**src/rtl/tdf_split_pkg.sv**
```systemverilog
`timescale 1ns/1ps
// Package: shared arithmetic for the split-accumulator FIR.
// Assumes coefficient width <= 32 and input width <= 32.
package tdf_split_pkg;

    // Constant multiply as a sum of shifted copies; the top coefficient
    // bit carries negative weight (two's complement).
    function automatic logic signed [63:0] shift_add_mul(
        input logic signed [31:0] x,
        input logic signed [31:0] c,
        input int                 cw
    );
        logic signed [63:0] acc;
        acc = '0;
        for (int i = 0; i < cw; i++) begin
            if (c[i]) begin
                if (i == cw - 1) acc = acc - (64'(x) <<< i);
                else             acc = acc + (64'(x) <<< i);
            end
        end
        return acc;
    endfunction

endpackage

```
**src/rtl/tsplit_cmul.sv**
```systemverilog
`timescale 1ns/1ps
// Module: tsplit_cmul
// Fixed-coefficient multiplier built from shifts and adds.
// Assumes PW = DW + CW, so the product never wraps.
module tsplit_cmul #(
    parameter int DW = 8,
    parameter int CW = 8,
    parameter int PW = 16,
    parameter logic [CW-1:0] COEF_T = '0
) (
    input  logic signed [DW-1:0] x,
    output logic signed [PW-1:0] p
);
    import tdf_split_pkg::*;

    localparam logic signed [CW-1:0] CS = COEF_T;

    // product of the live sample with this tap's constant
    assign p = PW'(shift_add_mul(32'(x), 32'(CS), CW));
endmodule

```
**src/rtl/tsplit_full_tap.sv**
```systemverilog
`timescale 1ns/1ps
// Module: tsplit_full_tap
// Full-width transposed tap: acc_q <= acc_in + sign-extended product.
// Assumes AW > PW. Advances only when en is high.
module tsplit_full_tap #(
    parameter int AW = 19,
    parameter int PW = 16
) (
    input  logic          clk,
    input  logic          rst_n,
    input  logic          en,
    input  logic [AW-1:0] acc_in,
    input  logic [PW-1:0] prod,
    output logic [AW-1:0] acc_q
);
    logic [AW-1:0] prod_x;

    // sign-extend the product across the partial-sum width
    assign prod_x = {{(AW-PW){prod[PW-1]}}, prod};

    // register the updated partial sum on each accepted sample
    always_ff @(posedge clk) begin
        if (!rst_n)  acc_q <= '0;
        else if (en) acc_q <= acc_in + prod_x;
    end
endmodule

```
**src/rtl/tsplit_low_tap.sv**
```systemverilog
`timescale 1ns/1ps
// Module: tsplit_low_tap
// Split transposed tap. The product is added only to the KW-bit low field,
// the high field passes through, and the signed carry of the low add goes
// into carry slot SLOT of the travelling carry vector.
// Assumes KW >= PW, so the carry is always in {-1, 0, +1}.
module tsplit_low_tap #(
    parameter int KW   = 16,
    parameter int HW   = 3,
    parameter int PW   = 16,
    parameter int NSPL = 3,
    parameter int SLOT = 0
) (
    input  logic              clk,
    input  logic              rst_n,
    input  logic              en,
    input  logic [KW-1:0]     lo_in,
    input  logic [HW-1:0]     hi_in,
    input  logic [2*NSPL-1:0] cv_in,
    input  logic [PW-1:0]     prod,
    output logic [KW-1:0]     lo_q,
    output logic [HW-1:0]     hi_q,
    output logic [2*NSPL-1:0] cv_q
);
    logic [KW+1:0]     s;
    logic [2*NSPL-1:0] cv_next;

    // narrow add: unsigned low field plus sign-extended product
    always_comb begin
        s = {2'b00, lo_in} + {{(KW+2-PW){prod[PW-1]}}, prod};
        cv_next = cv_in;
        cv_next[2*SLOT +: 2] = s[KW+1:KW];
    end

    // register the low field, the passing high field and the carries
    always_ff @(posedge clk) begin
        if (!rst_n) begin
            lo_q <= '0;
            hi_q <= '0;
            cv_q <= '0;
        end else if (en) begin
            lo_q <= s[KW-1:0];
            hi_q <= hi_in;
            cv_q <= cv_next;
        end
    end
endmodule

```
**src/rtl/tsplit_merge.sv**
```systemverilog
`timescale 1ns/1ps
// Module: tsplit_merge
// Output tap. Folds all stored carries into the high field, then adds the
// tap-0 product and registers the full-width result.
// Assumes AW = HW + KW.
module tsplit_merge #(
    parameter int AW   = 19,
    parameter int KW   = 16,
    parameter int HW   = 3,
    parameter int PW   = 16,
    parameter int NSPL = 3
) (
    input  logic              clk,
    input  logic              rst_n,
    input  logic              en,
    input  logic [KW-1:0]     lo,
    input  logic [HW-1:0]     hi,
    input  logic [2*NSPL-1:0] cv,
    input  logic [PW-1:0]     prod,
    output logic [AW-1:0]     y_q
);
    logic [AW-1:0] csum;
    logic [AW-1:0] y_next;

    // sum the signed carries, scale by the split point, add the fields
    always_comb begin
        csum = '0;
        for (int j = 0; j < NSPL; j++) begin
            csum = csum + {{(AW-2){cv[2*j+1]}}, cv[2*j +: 2]};
        end
        y_next = {hi, lo} + {{(AW-PW){prod[PW-1]}}, prod} + (csum << KW);
    end

    // hold the output between accepted samples
    always_ff @(posedge clk) begin
        if (!rst_n)  y_q <= '0;
        else if (en) y_q <= y_next;
    end
endmodule

```
**src/rtl/fir_split_tdf.sv**
```systemverilog
`timescale 1ns/1ps
// Module: fir_split_tdf
// Transposed-form FIR with NTAP fixed coefficients. Taps NTAP-1..SPLIT_AT
// hold full-width partial sums. Taps SPLIT_AT-1..1 carry the sum as a high
// field and a KSPLIT-bit low field plus per-tap carries. Tap 0 merges.
// Assumes 2 <= SPLIT_AT < NTAP and DW+CW <= KSPLIT < AW.
module fir_split_tdf #(
    parameter int NTAP     = 8,
    parameter int DW       = 8,
    parameter int CW       = 8,
    parameter int KSPLIT   = 16,
    parameter int SPLIT_AT = 4,
    parameter logic [NTAP*CW-1:0] COEF =
        {8'd3, 8'hF9, 8'd20, 8'h80, 8'd127, 8'd45, 8'hFF, 8'd9},
    localparam int PW   = DW + CW,
    localparam int AW   = PW + $clog2(NTAP),
    localparam int HW   = AW - KSPLIT,
    localparam int NSPL = SPLIT_AT - 1,
    localparam int CVW  = 2 * NSPL
) (
    input  logic                 clk,
    input  logic                 rst_n,
    input  logic                 in_vld,
    input  logic signed [DW-1:0] in_x,
    output logic                 out_vld,
    output logic signed [AW-1:0] out_y
);
    logic [PW-1:0]     prod   [NTAP];
    logic [AW-1:0]     ps     [SPLIT_AT:NTAP-1];
    logic [AW-1:0]     ps_src [SPLIT_AT:NTAP-1];
    logic [KSPLIT-1:0] lo     [1:SPLIT_AT-1];
    logic [HW-1:0]     hi     [1:SPLIT_AT-1];
    logic [CVW-1:0]    cv     [1:SPLIT_AT-1];
    logic [KSPLIT-1:0] lo_src [1:SPLIT_AT-1];
    logic [HW-1:0]     hi_src [1:SPLIT_AT-1];
    logic [CVW-1:0]    cv_src [1:SPLIT_AT-1];
    logic [AW-1:0]     y_q;

    // one constant multiplier per tap
    for (genvar t = 0; t < NTAP; t++) begin : g_mul
        logic signed [PW-1:0] p_s;
        tsplit_cmul #(.DW(DW), .CW(CW), .PW(PW), .COEF_T(COEF[t*CW +: CW]))
            u_mul (.x(in_x), .p(p_s));
        assign prod[t] = p_s;
    end

    // full-width taps nearest the input
    for (genvar t = SPLIT_AT; t < NTAP; t++) begin : g_full
        if (t == NTAP - 1) begin : g_top
            assign ps_src[t] = '0;
        end else begin : g_mid
            assign ps_src[t] = ps[t+1];
        end
        tsplit_full_tap #(.AW(AW), .PW(PW)) u_tap (
            .clk(clk), .rst_n(rst_n), .en(in_vld),
            .acc_in(ps_src[t]), .prod(prod[t]), .acc_q(ps[t]));
    end

    // split taps: the first one cuts the full sum into its two fields
    for (genvar t = 1; t < SPLIT_AT; t++) begin : g_split
        if (t == SPLIT_AT - 1) begin : g_cut
            assign lo_src[t] = ps[SPLIT_AT][KSPLIT-1:0];
            assign hi_src[t] = ps[SPLIT_AT][AW-1:KSPLIT];
            assign cv_src[t] = '0;
        end else begin : g_chain
            assign lo_src[t] = lo[t+1];
            assign hi_src[t] = hi[t+1];
            assign cv_src[t] = cv[t+1];
        end
        tsplit_low_tap #(.KW(KSPLIT), .HW(HW), .PW(PW), .NSPL(NSPL),
                         .SLOT(t-1)) u_tap (
            .clk(clk), .rst_n(rst_n), .en(in_vld),
            .lo_in(lo_src[t]), .hi_in(hi_src[t]), .cv_in(cv_src[t]),
            .prod(prod[t]), .lo_q(lo[t]), .hi_q(hi[t]), .cv_q(cv[t]));
    end

    // output tap: resolve carries and add the tap-0 product
    tsplit_merge #(.AW(AW), .KW(KSPLIT), .HW(HW), .PW(PW), .NSPL(NSPL)) u_merge (
        .clk(clk), .rst_n(rst_n), .en(in_vld),
        .lo(lo[1]), .hi(hi[1]), .cv(cv[1]), .prod(prod[0]), .y_q(y_q));

    assign out_y = y_q;

    // output strobe follows the input strobe by one cycle
    always_ff @(posedge clk) begin
        if (!rst_n) out_vld <= 1'b0;
        else        out_vld <= in_vld;
    end
endmodule

```
**config.mk**
```make
export PLATFORM = sky130hd
export DESIGN_NAME = fir_split_tdf
export DESIGN_NICKNAME = d
export VERILOG_FILES = /design/src/rtl/tdf_split_pkg.sv /design/src/rtl/tsplit_cmul.sv /design/src/rtl/tsplit_full_tap.sv /design/src/rtl/tsplit_low_tap.sv /design/src/rtl/tsplit_merge.sv /design/src/rtl/fir_split_tdf.sv
export SDC_FILE = /design/constraint.sdc
export NUM_CORES = 1
export LEC_CHECK = 0
export ABC_AREA = 1
export BUFFER_PORTS_ARGS = -buffer_cell sky130_fd_sc_hd__buf_2
export CELL_PAD_IN_SITES_DETAIL_PLACEMENT = 1
export CELL_PAD_IN_SITES_GLOBAL_PLACEMENT = 2
export CORE_UTILIZATION = 38
export DETAILED_ROUTE_END_ITERATION = 12
export GPL_TIMING_DRIVEN = 0
export HOLD_SLACK_MARGIN = 0.08
export PLACE_DENSITY = 0.94
export SETUP_SLACK_MARGIN = 0.4
export SLEW_MARGIN = 10
export SYNTH_ARGS = -nofsm -noshare
export SYNTH_HDL_FRONTEND = slang
export SYNTH_SLANG_ARGS = --single-unit
```
**constraint.sdc**
```tcl
create_clock -name clk -period 9.35 [get_ports clk]
set_input_delay 1.4025 -clock clk [delete_from_list [all_inputs] [get_ports clk]]
set_output_delay 1.4025 -clock clk [all_outputs]
set_load 0.03 [all_outputs]
```
==> results of run 1 <==
[synth_stat cells (9+ instances only)]
cell        n  area [sq um]
o21ai_1    14          70.1
dfxtp_1   154          3080
a21oi_1   166           831
inv_1     316          1190
a31oi_1    12          75.1
o211ai_1   14           105
o21ai_0   171           856
nand3_2     9          90.1
nor2_1    201           754
nand3_1    84           420
nand3b_1    9          67.6
xor2_1     84           736
a21o_1     16           120
nor3_1      9          45.0
clkbuf_1   34           128
nand4_1     9          56.3
o21bai_1   21           158
xnor2_1    39           342
ha_1      218          2730
nand2_1   334          1250
nand2_2     9          56.3
fa_1       64          1280
[registers in the layout (all words and copies together) (netlist names)]
signal,flops
g_split.u_tap.lo_q,48
g_split.u_tap.cv_q,12
u_merge.y_q,19
out_vld,1
g_full.u_tap.acc_q,65
g_split.u_tap.hi_q,9
[through the flow]
stage / area, sq um / cells / setup slack (ns) / utilization [%] / hold slack [ns]
after floorplan: 14900 / 2048 / 1.41 / - / 0.434
after global placement: 15700 / 2596 / -0.512 / 40.7 / 0.443
after detailed placement: 15700 / 2596 / -0.756 / 40.7 / 0.460
after CTS: 16500 / 2637 / 0.458 / 42.6 / 0.462
after global routing: 16600 / 2646 / 0.409 / 43.0 / 0.483
final: 16600 / 2646 / 0.790 / 43.0 / 0.467
[cells by family (layout without fill, tap and decap cells)]
family	after synthesis	in the layout	synth area share [%]
AND/OR/NAND/NOR	672	672	18.8
AO/OA/AOI/OAI	448	448	16.9
buffers and inverters	369	449	9.54
adder cells (fa/ha/maj)	282	282	26.9
flip-flops	154	154	20.7
XOR/XNOR	123	123	7.22
[layout make-up]
type	instances	area, sq um	share of cell area (%)
plain buffers	49	223	1.34
flip-flops and latches	154	3080	18.6
multi-input cells	1525	10500	63.1
repair buffers	48	323	1.94
clock buffers	17	425	2.56
clock inverters	15	200	1.20
inverters	320	1230	7.39
well taps	518	648	3.90
[path summary, 6_finish.rpt]
check | endpoint | slack (ns) | cells after the start
setup / recovery | g_split[1].u_tap.cv_q[0]$_SDFFE_PN0P_ | 0.79 | 33
hold / removal | g_full[4].u_tap.acc_q[5]$_SDFFE_PN0P_ | 0.47 | 2
setup reg to reg | g_split[2].u_tap.cv_q[3]$_SDFFE_PN0P_ | 5.90 | 14
hold reg to reg | g_full[4].u_tap.acc_q[5]$_SDFFE_PN0P_ | 0.47 | 2
[critical path, delay by kind of cell]
| kind | cells | cell delay [ns] |
|---|---|---|
| adder cells (fa/ha/maj) | 10 | 3.85 |
| AO/OA/AOI/OAI | 7 | 1.33 |
| buffers and inverters | 9 | 1.04 |
| XOR/XNOR | 4 | 0.89 |
| AND/OR/NAND/NOR | 3 | 0.40 |
[timing repair]
item / 4_1_cts / 5_1_grt
setup endpoints to repair: 5 / 5
resized for setup: 12 / 22
buffers inserted: 9 / 9
hold endpoints to repair: 0 / 0
pin swaps: 0 / 2
[routing by layer]
layer	global-route usage, %	vias to the layer above	routed length, microns
li1	-	6831	-
met1	33.6	6921	23700
met2	47.3	272	25800
met3	3.19	108	1890
met4	11.0	4	2200
met5	0	-	24
==> impl_metrics.yaml, run 1 <==
clocking:
  clock_latency_ns: 0.46
  h-tree-depth: 4
  cts_buffer_depth: 2
  clock_sinks: 154
  cts_tree: "done"
  cts_root_buf: "clkbuf_16"
  hold_buffers: 0
  cts_buffers: 17
  cts.clk_slew.worst_paths_ns: 0.08
timing:
  tightest_slew_ns: 1.17
  finalCritPeriodShare_pct: 91.6
  setup_viol: 0
  rsz0062_at_grt: "false"
  period_minus_slack_ns: 8.56
  fin_skew_ns: 0.0207
  max-slew-margin-rel_pct: 22.3
  hold_viol_final: 0
  fin_setup_tns_ns: 0
  fmax_ghz: 0.117
  drv_slew: 0
layout:
  antenna_cells: 0
  n_fill_cell: 4929
  final_cell_mix: "nand2_1, inv_1, ha_1, nor2_1, o21ai_0"
  syn2layout_area_growth_pct: 11.4
  drive_above_1_share_pct: 6.95
  nNetsFinal: 2408
  layout_commonest_cell: "nand2_1"
placement:
  place_hpwl_microns: 42300
  place_congestion: 0.964
  port_buffers: 30
critical_path:
  cp.required_ns: 9.75
  end_kind: "flip-flop"
  crit_slowest_cell: "fa_1"
  path_max_fanout: 12
  startpoint: "in_x[2]"
  crit_top_cell: "fa_1"
  cpPeakStageDelay_ns: 0.49
  path_class: "in2reg"
  worstReg2RegStart: "g_split[3].u_tap.lo_q[2]$_SDFFE_PN0P_"
  startpoint_type: "input port"
  cp.arrival_ns: 8.96
global_routing:
  grt_pass1_vias: 14900
  antenna_found_initial: 2
  grt_pass1_wl_microns: 83100
  grt_overflow: 0
  track_usage_pct: 27.0
  grt_max_degree: 23
synthesis:
  synth-edff-count: 0
  syn-instance-count: 2048
  ys_warn_count: 0
  avgSynthCellArea_sq_um: 7.29
  synth-seq-cells: 154
  synth-main-ff-cell: "dfxtp_1"
  synth_cell_types: 48
  synth_area_sq_mm: 0.0149
  syn_nets: 2341
  async_flop_share_pct: 0
  ys_seq_area_share_pct: 20.7
worst_hold_path:
  hold_class: "reg2reg"
  hp-start: "g_full[5].u_tap.acc_q[5]$_SDFFE_PN0P_"
routing:
  drt-initial-drc-count: 891
  wl_per_cell_microns: 20.3
  viasPerCell: 5.34
  route.detailed.drc: 0
  postRouteAntennaNets: 0
  vias: 14100
  dr.pass1.iters: 5
  wl_microns: 53600
outcome:
  status: "completed"
die:
  ios: 31
  floorplan.die_area_sq_mm: 0.0401
  die_h_microns: 200
  core-area_sq_mm: 0.0386
  die_width_microns: 200
  start_util_pct: 38.6
  rows: 72
job:
  cap_violations: 0
Power of run 1 is left out: the tool's default activity adds up to more than one toggle a clock period on the data nets, which glitch-free logic cannot reach.
==> inputs of run 2 (changes only) <==
- ABC_AREA: 1 -> not set
- CORE_UTILIZATION: 38 -> 41
- SLEW_MARGIN: 10 -> 20
==> run 2 against run 1 <==
Synthesized cell count decreased by 22%. Sequential share of layout area increased by 1.1 points. Maximum frequency decreased by 0.38%. Utilization increased by 3.5 points. Clock skew decreased by 0.012 ns.
==> impl_metrics.yaml, run 2 <==
layout:
  regMostFlops: "g_full.u_tap.acc_q"
  drive_above_1_share_pct: 6.10
  multi_input_area_sq_mm: 0.0105
  fin_cells: 2119
  n_fill_cell: 3994
  syn2layout_area_growth_pct: 10.5
  largest_register_ffs: 65
  final_cell_mix: "ha_1, dfxtp_1, inv_1, a21oi_1, nand2_1"
  layout_commonest_cell: "ha_1"
  antenna_cells: 0
  nNetsFinal: 1951
  register_area_sq_mm: 0.00308
  reg_top3: "g_full.u_tap.acc_q x65, g_split.u_tap.lo_q x48, u_merge.y_q x19"
die:
  floorplan.die_area_sq_mm: 0.0354
  die_width_microns: 188
  rows: 67
  ios: 31
  die_h_microns: 188
  start_util_pct: 42.1
  core-area_sq_mm: 0.0338
synthesis:
  yosys-top-cells-count: "ha_1, dfxtp_1, inv_1"
  synth_area_sq_mm: 0.0142
  synth_fa_ha_area_share_pct: 28.2
  synth-seq-cells: 154
  synth_top_area_share_pct: 21.7
  synth-main-ff-cell: "dfxtp_1"
  async_flop_share_pct: 0
  ys_warn_count: 0
  synth-simple-area-share_pct: 13.4
  synth.most_common_cell: "ha_1"
  synth_cell_types: 70
  synth-edff-count: 0
  synth_xor_area_share_pct: 8.32
  syn_nets: 1888
  avgSynthCellArea_sq_um: 8.91
  syn-instance-count: 1595
  ys_seq_area_share_pct: 21.7
  synth-compound-area-share_pct: 18.7
  synth_mux_area_share_pct: 5.16
  synth_top_family_by_area: "adder cells"
  yosysTopAreaCell: "dfxtp_1"
  synth_area_leaders: "dfxtp_1, ha_1, fa_1"
routing:
  vias: 12000
  wl_microns: 44600
  dr.pass1.iters: 5
  wl_per_cell_microns: 21.1
  viasPerCell: 5.66
  postRouteAntennaNets: 0
  drt-initial-drc-count: 599
  route.detailed.drc: 0
timing:
  hold_ws_ns: 0.452
  setup_slack_ns: 0.757
  max-slew-margin-rel_pct: 22.8
  fin_skew_ns: 0.00852
  fin_setup_tns_ns: 0
  rsz0062_at_grt: "false"
  setup_viol: 0
  finalCritPeriodShare_pct: 91.9
  period_minus_slack_ns: 8.59
  tightest_slew_ns: 1.16
  hold_viol_final: 0
  fmax_ghz: 0.116
  drv_slew: 0
placement:
  place_hpwl_microns: 34400
  place_congestion: 0.898
  dp_slack_ns: -0.669
  place_inst: 2072
  port_buffers: 29
critical_path:
  cp.arrival_ns: 8.97
  path_max_fanout: 15
  cp.required_ns: 9.73
  worstReg2RegStart: "g_split[3].u_tap.lo_q[2]$_SDFFE_PN0P_"
  startpoint_type: "input port"
  path_class: "in2reg"
  startpoint: "in_x[1]"
  crit_buf_inv: 8
  cpPeakStageDelay_ns: 0.50
  end_kind: "flip-flop"
  crit_slowest_cell: "fa_1"
  critPathTopFamily: "adder cells"
global_routing:
  grt_pass1_wl_microns: 70000
  antenna_found_initial: 1
  grt_overflow: 0
  grt_pass1_vias: 13000
  grt_max_degree: 27
  track_usage_pct: 26.0
job:
  cap_violations: 0
worst_hold_path:
  hold_class: "reg2reg"
  hp-start: "u_merge.y_q[12]$_SDFFE_PN0P_"
clocking:
  cts_buffer_depth: 2
  cts.clk_slew.worst_paths_ns: 0.07
  clock_sinks: 154
  clock_latency_ns: 0.46
  cts_root_buf: "clkbuf_16"
  hold_buffers: 0
  cts_buffers: 17
  h-tree-depth: 4
  cts_tree: "done"
outcome:
  status: "completed"
[run 2: cell count changes after synthesis, moves of 15 or more]
cell | before | now
xnor2_1 | 39 | 96
a21o_1 | 16 | 43
a21oi_1 | 166 | 112
nor2_1 | 201 | 51
a211oi_1 | 2 | 17
nand2_1 | 334 | 107
xor2_1 | 84 | 39
o21ai_0 | 171 | 97
mux2i_1 | 0 | 71
nor2b_1 | 0 | 100
nand3_1 | 84 | 23
inv_1 | 316 | 126
o21a_1 | 1 | 24
[run 2: path summary, 6_finish.rpt]
path	slack, ns	end	cells after the start
worst max-delay path	0.76	g_split[1].u_tap.cv_q[0]$_SDFFE_PN0P_	37
worst min-delay path	0.45	u_merge.y_q[12]$_SDFFE_PN0P_	2
worst max register to register	5.10	g_split[2].u_tap.cv_q[3]$_SDFFE_PN0P_	12
worst min register to register	0.45	u_merge.y_q[12]$_SDFFE_PN0P_	2
[run 2: worst reg2reg max path, cell delays in order, from the launching register on]
cell and delay (ns):
dfxtp_1 0.33, fa_1 0.38, fa_1 0.46, ha_1 0.32, ha_1 0.23, fa_1 0.41
a21oi_1 0.20, o21ai_0 0.16, a2111oi_0 0.84, o31ai_1 0.30, a31oi_1 0.26, xor2_1 0.15
o21ai_0 0.08
[run 2: repair_timing]
item	4_1_cts	5_1_grt
resized for setup	8	19
pin swaps	0	1
buffers inserted	10	5
endpoints found under the hold margin	0	0
setup endpoints to repair	4	3
[run 2: metal layers]
metal / global-route usage [%] / part of all wire, % / vias to the layer above / wire length (microns)
met5: 0 / 0 / - / 0
met1: 31.0 / 43 / 5933 / 19300
met2: 44.9 / 48 / 230 / 21600
li1: - / - / 5739 / -
met3: 4.44 / 4.2 / 98 / 1880
met4: 12.9 / 4.1 / 0 / 1850
[run 2: final cells by class]
cell class,count,area share (%)
multi-input combinational,1270,67.1
timing repair buffer,44,1.82
inverter,129,3.21
tap,448,3.57
clock inverter,11,0.701
sequential,154,19.6
clock buffer,21,3.00
buffer,42,1.01
[run 2: kinds of logic (layout without fill, tap and decap cells)]
kind of cell,Yosys count,in the layout
AO/OA/AOI/OAI,412,412
buffers and inverters,171,247
multiplexers,73,73
flip-flops,154,154
XOR/XNOR,135,135
adder cells (fa/ha/maj),282,282
AND/OR/NAND/NOR,368,368
[run 2: metrics by stage]
step	util [%]	cell area, sq um
after CTS	46.2	15600
after floorplan	-	14200
after global placement	44.1	14900
after detailed placement	44.1	14900
after global routing	46.5	15700
final	46.5	15700
Power of run 2 is left out for the same reason.
==> inputs of run 3 (changes only) <==
- GPL_TIMING_DRIVEN: 0 -> not set
==> run 3 against run 2 <==
Via count fell by 4.5%. Sequential share of layout area grew 0.18 points. Routed wire length fell by 12%. Register-to-register slack lost 0.05 ns. Clock skew rose by 0.0055 ns. Maximum frequency rose by 2.4%. Die area unchanged. Hold slack lost 0.00085 ns. Final cell count shrank 1.7%. Critical path type unchanged. Critical endpoint unchanged. Largest cell class unchanged.
==> impl_metrics.yaml, run 3 (synthesis gave the netlist of run 2 again) <==
clocking:
  cts.clk_slew.worst_paths_ns: 0.07
  cts_root_buf: "clkbuf_16"
  clock_sinks: 154
  cts_setup_buffers: 0
  cts_tree: "done"
  cts_resized: 0
  cts_buffers: 17
  h-tree-depth: 4
  hold_buffers: 0
  cts_buffer_depth: 2
  clock_latency_ns: 0.45
layout:
  fin_cells: 2084
  reg_top3: "g_full.u_tap.acc_q x65, g_split.u_tap.lo_q x48, u_merge.y_q x19"
  antenna_cells: 0
  layout_commonest_cell: "ha_1"
  final_cell_mix: "ha_1, dfxtp_1, inv_1, a21oi_1, nand2_1"
  largest_register_ffs: 65
  nNetsFinal: 1916
  regMostFlops: "g_full.u_tap.acc_q"
  final_area_sq_mm: 0.0156
  syn2layout_area_growth_pct: 9.50
  drive_above_1_share_pct: 5.93
global_routing:
  grt_use_met1_pct: 27.5
  grt_busiest_layer: "met2"
  met2_usage_pct: 41.7
  track_usage_pct: 22.8
  gr-usage-met3_pct: 2.55
  antenna_found_initial: 0
  grt_pass1_wl_microns: 64000
  grt_pass1_vias: 12600
  grt_max_degree: 82
  grt_overflow: 0
routing:
  drt-initial-drc-count: 575
  postRouteAntennaNets: 0
  wl_per_cell_microns: 18.8
  route.detailed.drc: 0
  viasPerCell: 5.50
  wl_microns: 39200
  dr.pass1.iters: 4
  vias: 11500
timing:
  period_minus_slack_ns: 8.39
  drv_slew: 0
  fin_skew_ns: 0.0141
  setup_viol: 0
  fmax_ghz: 0.119
  tightest_slew_ns: 0.796
  max-slew-margin-rel_pct: 45.5
  fin_setup_tns_ns: 0
  finalCritPeriodShare_pct: 89.8
  rsz0062_at_grt: "false"
  hold_viol_final: 0
critical_path:
  end_kind: "flip-flop"
  cpPeakStageDelay_ns: 0.49
  crit_slowest_cell: "fa_1"
  cp.required_ns: 9.69
  startpoint_type: "input port"
  cp.arrival_ns: 8.73
  path_max_fanout: 4
  path_class: "in2reg"
placement:
  place_hpwl_microns: 29000
  place_congestion: 0.900
  place_inst: 2052
  placed_cell_area_sq_mm: 0.0149
  port_buffers: 30
die:
  start_util_pct: 42.1
  die_h_microns: 188
  ios: 31
  die_width_microns: 188
  core-area_sq_mm: 0.0338
  rows: 67
  floorplan.die_area_sq_mm: 0.0354
outcome:
  status: "completed"
job:
  cap_violations: 0
worst_hold_path:
  hold_class: "reg2reg"
## run 3: final timing paths
| path | from | to | slack (ns) | depth (start not counted) |
|---|---|---|---|---|
| hold / removal | u_merge.y_q[16]$_SDFFE_PN0P_ | u_merge.y_q[16]$_SDFFE_PN0P_ | 0.45 | 2 |
| setup / recovery | in_x[1] | g_split[1].u_tap.cv_q[0]$_SDFFE_PN0P_ | 0.96 | 36 |
| hold reg to reg | u_merge.y_q[16]$_SDFFE_PN0P_ | u_merge.y_q[16]$_SDFFE_PN0P_ | 0.45 | 2 |
| setup reg to reg | g_split[3].u_tap.lo_q[2]$_SDFFE_PN0P_ | g_split[2].u_tap.cv_q[3]$_SDFFE_PN0P_ | 5.05 | 12 |
## run 3: cell type report
| cell class | instances | area, sq um |
|---|---|---|
| multi-input combinational | 1270 | 10500 |
| tap | 448 | 561 |
| clock buffer | 18 | 439 |
| fill | 3959 | 18200 |
| inverter | 129 | 484 |
| clock inverter | 14 | 185 |
| sequential | 154 | 3080 |
| timing repair buffer | 51 | 317 |
## run 3: worst max-delay path, delay by kind of cell
kind                       cells  cell delay (ns)
AOI/OAI and AO/OA              9             1.70
and+or+nand+nor                8             1.27
adders and majority gates     10             3.41
xor gates and xnor gates       3             0.48
buffers and inverters          6             0.44
## run 3: routing by layer
layer	vias to the layer above	part of all wire (%)
met3	45	3.3
li1	5648	-
met2	149	50
met5	-	0
met4	0	2.2
met1	5617	44
## run 3: through the flow
step / setup slack [ns] / util, % / hold slack, ns
after floorplan: 1.12 / - / 0.425
after global placement: 0.805 / 44.2 / 0.430
after detailed placement: 0.593 / 44.2 / 0.442
after CTS: 0.915 / 46.1 / 0.458
after global routing: 0.514 / 46.1 / 0.472
final: 0.955 / 46.1 / 0.451
Power of run 3 is left out for the same reason.
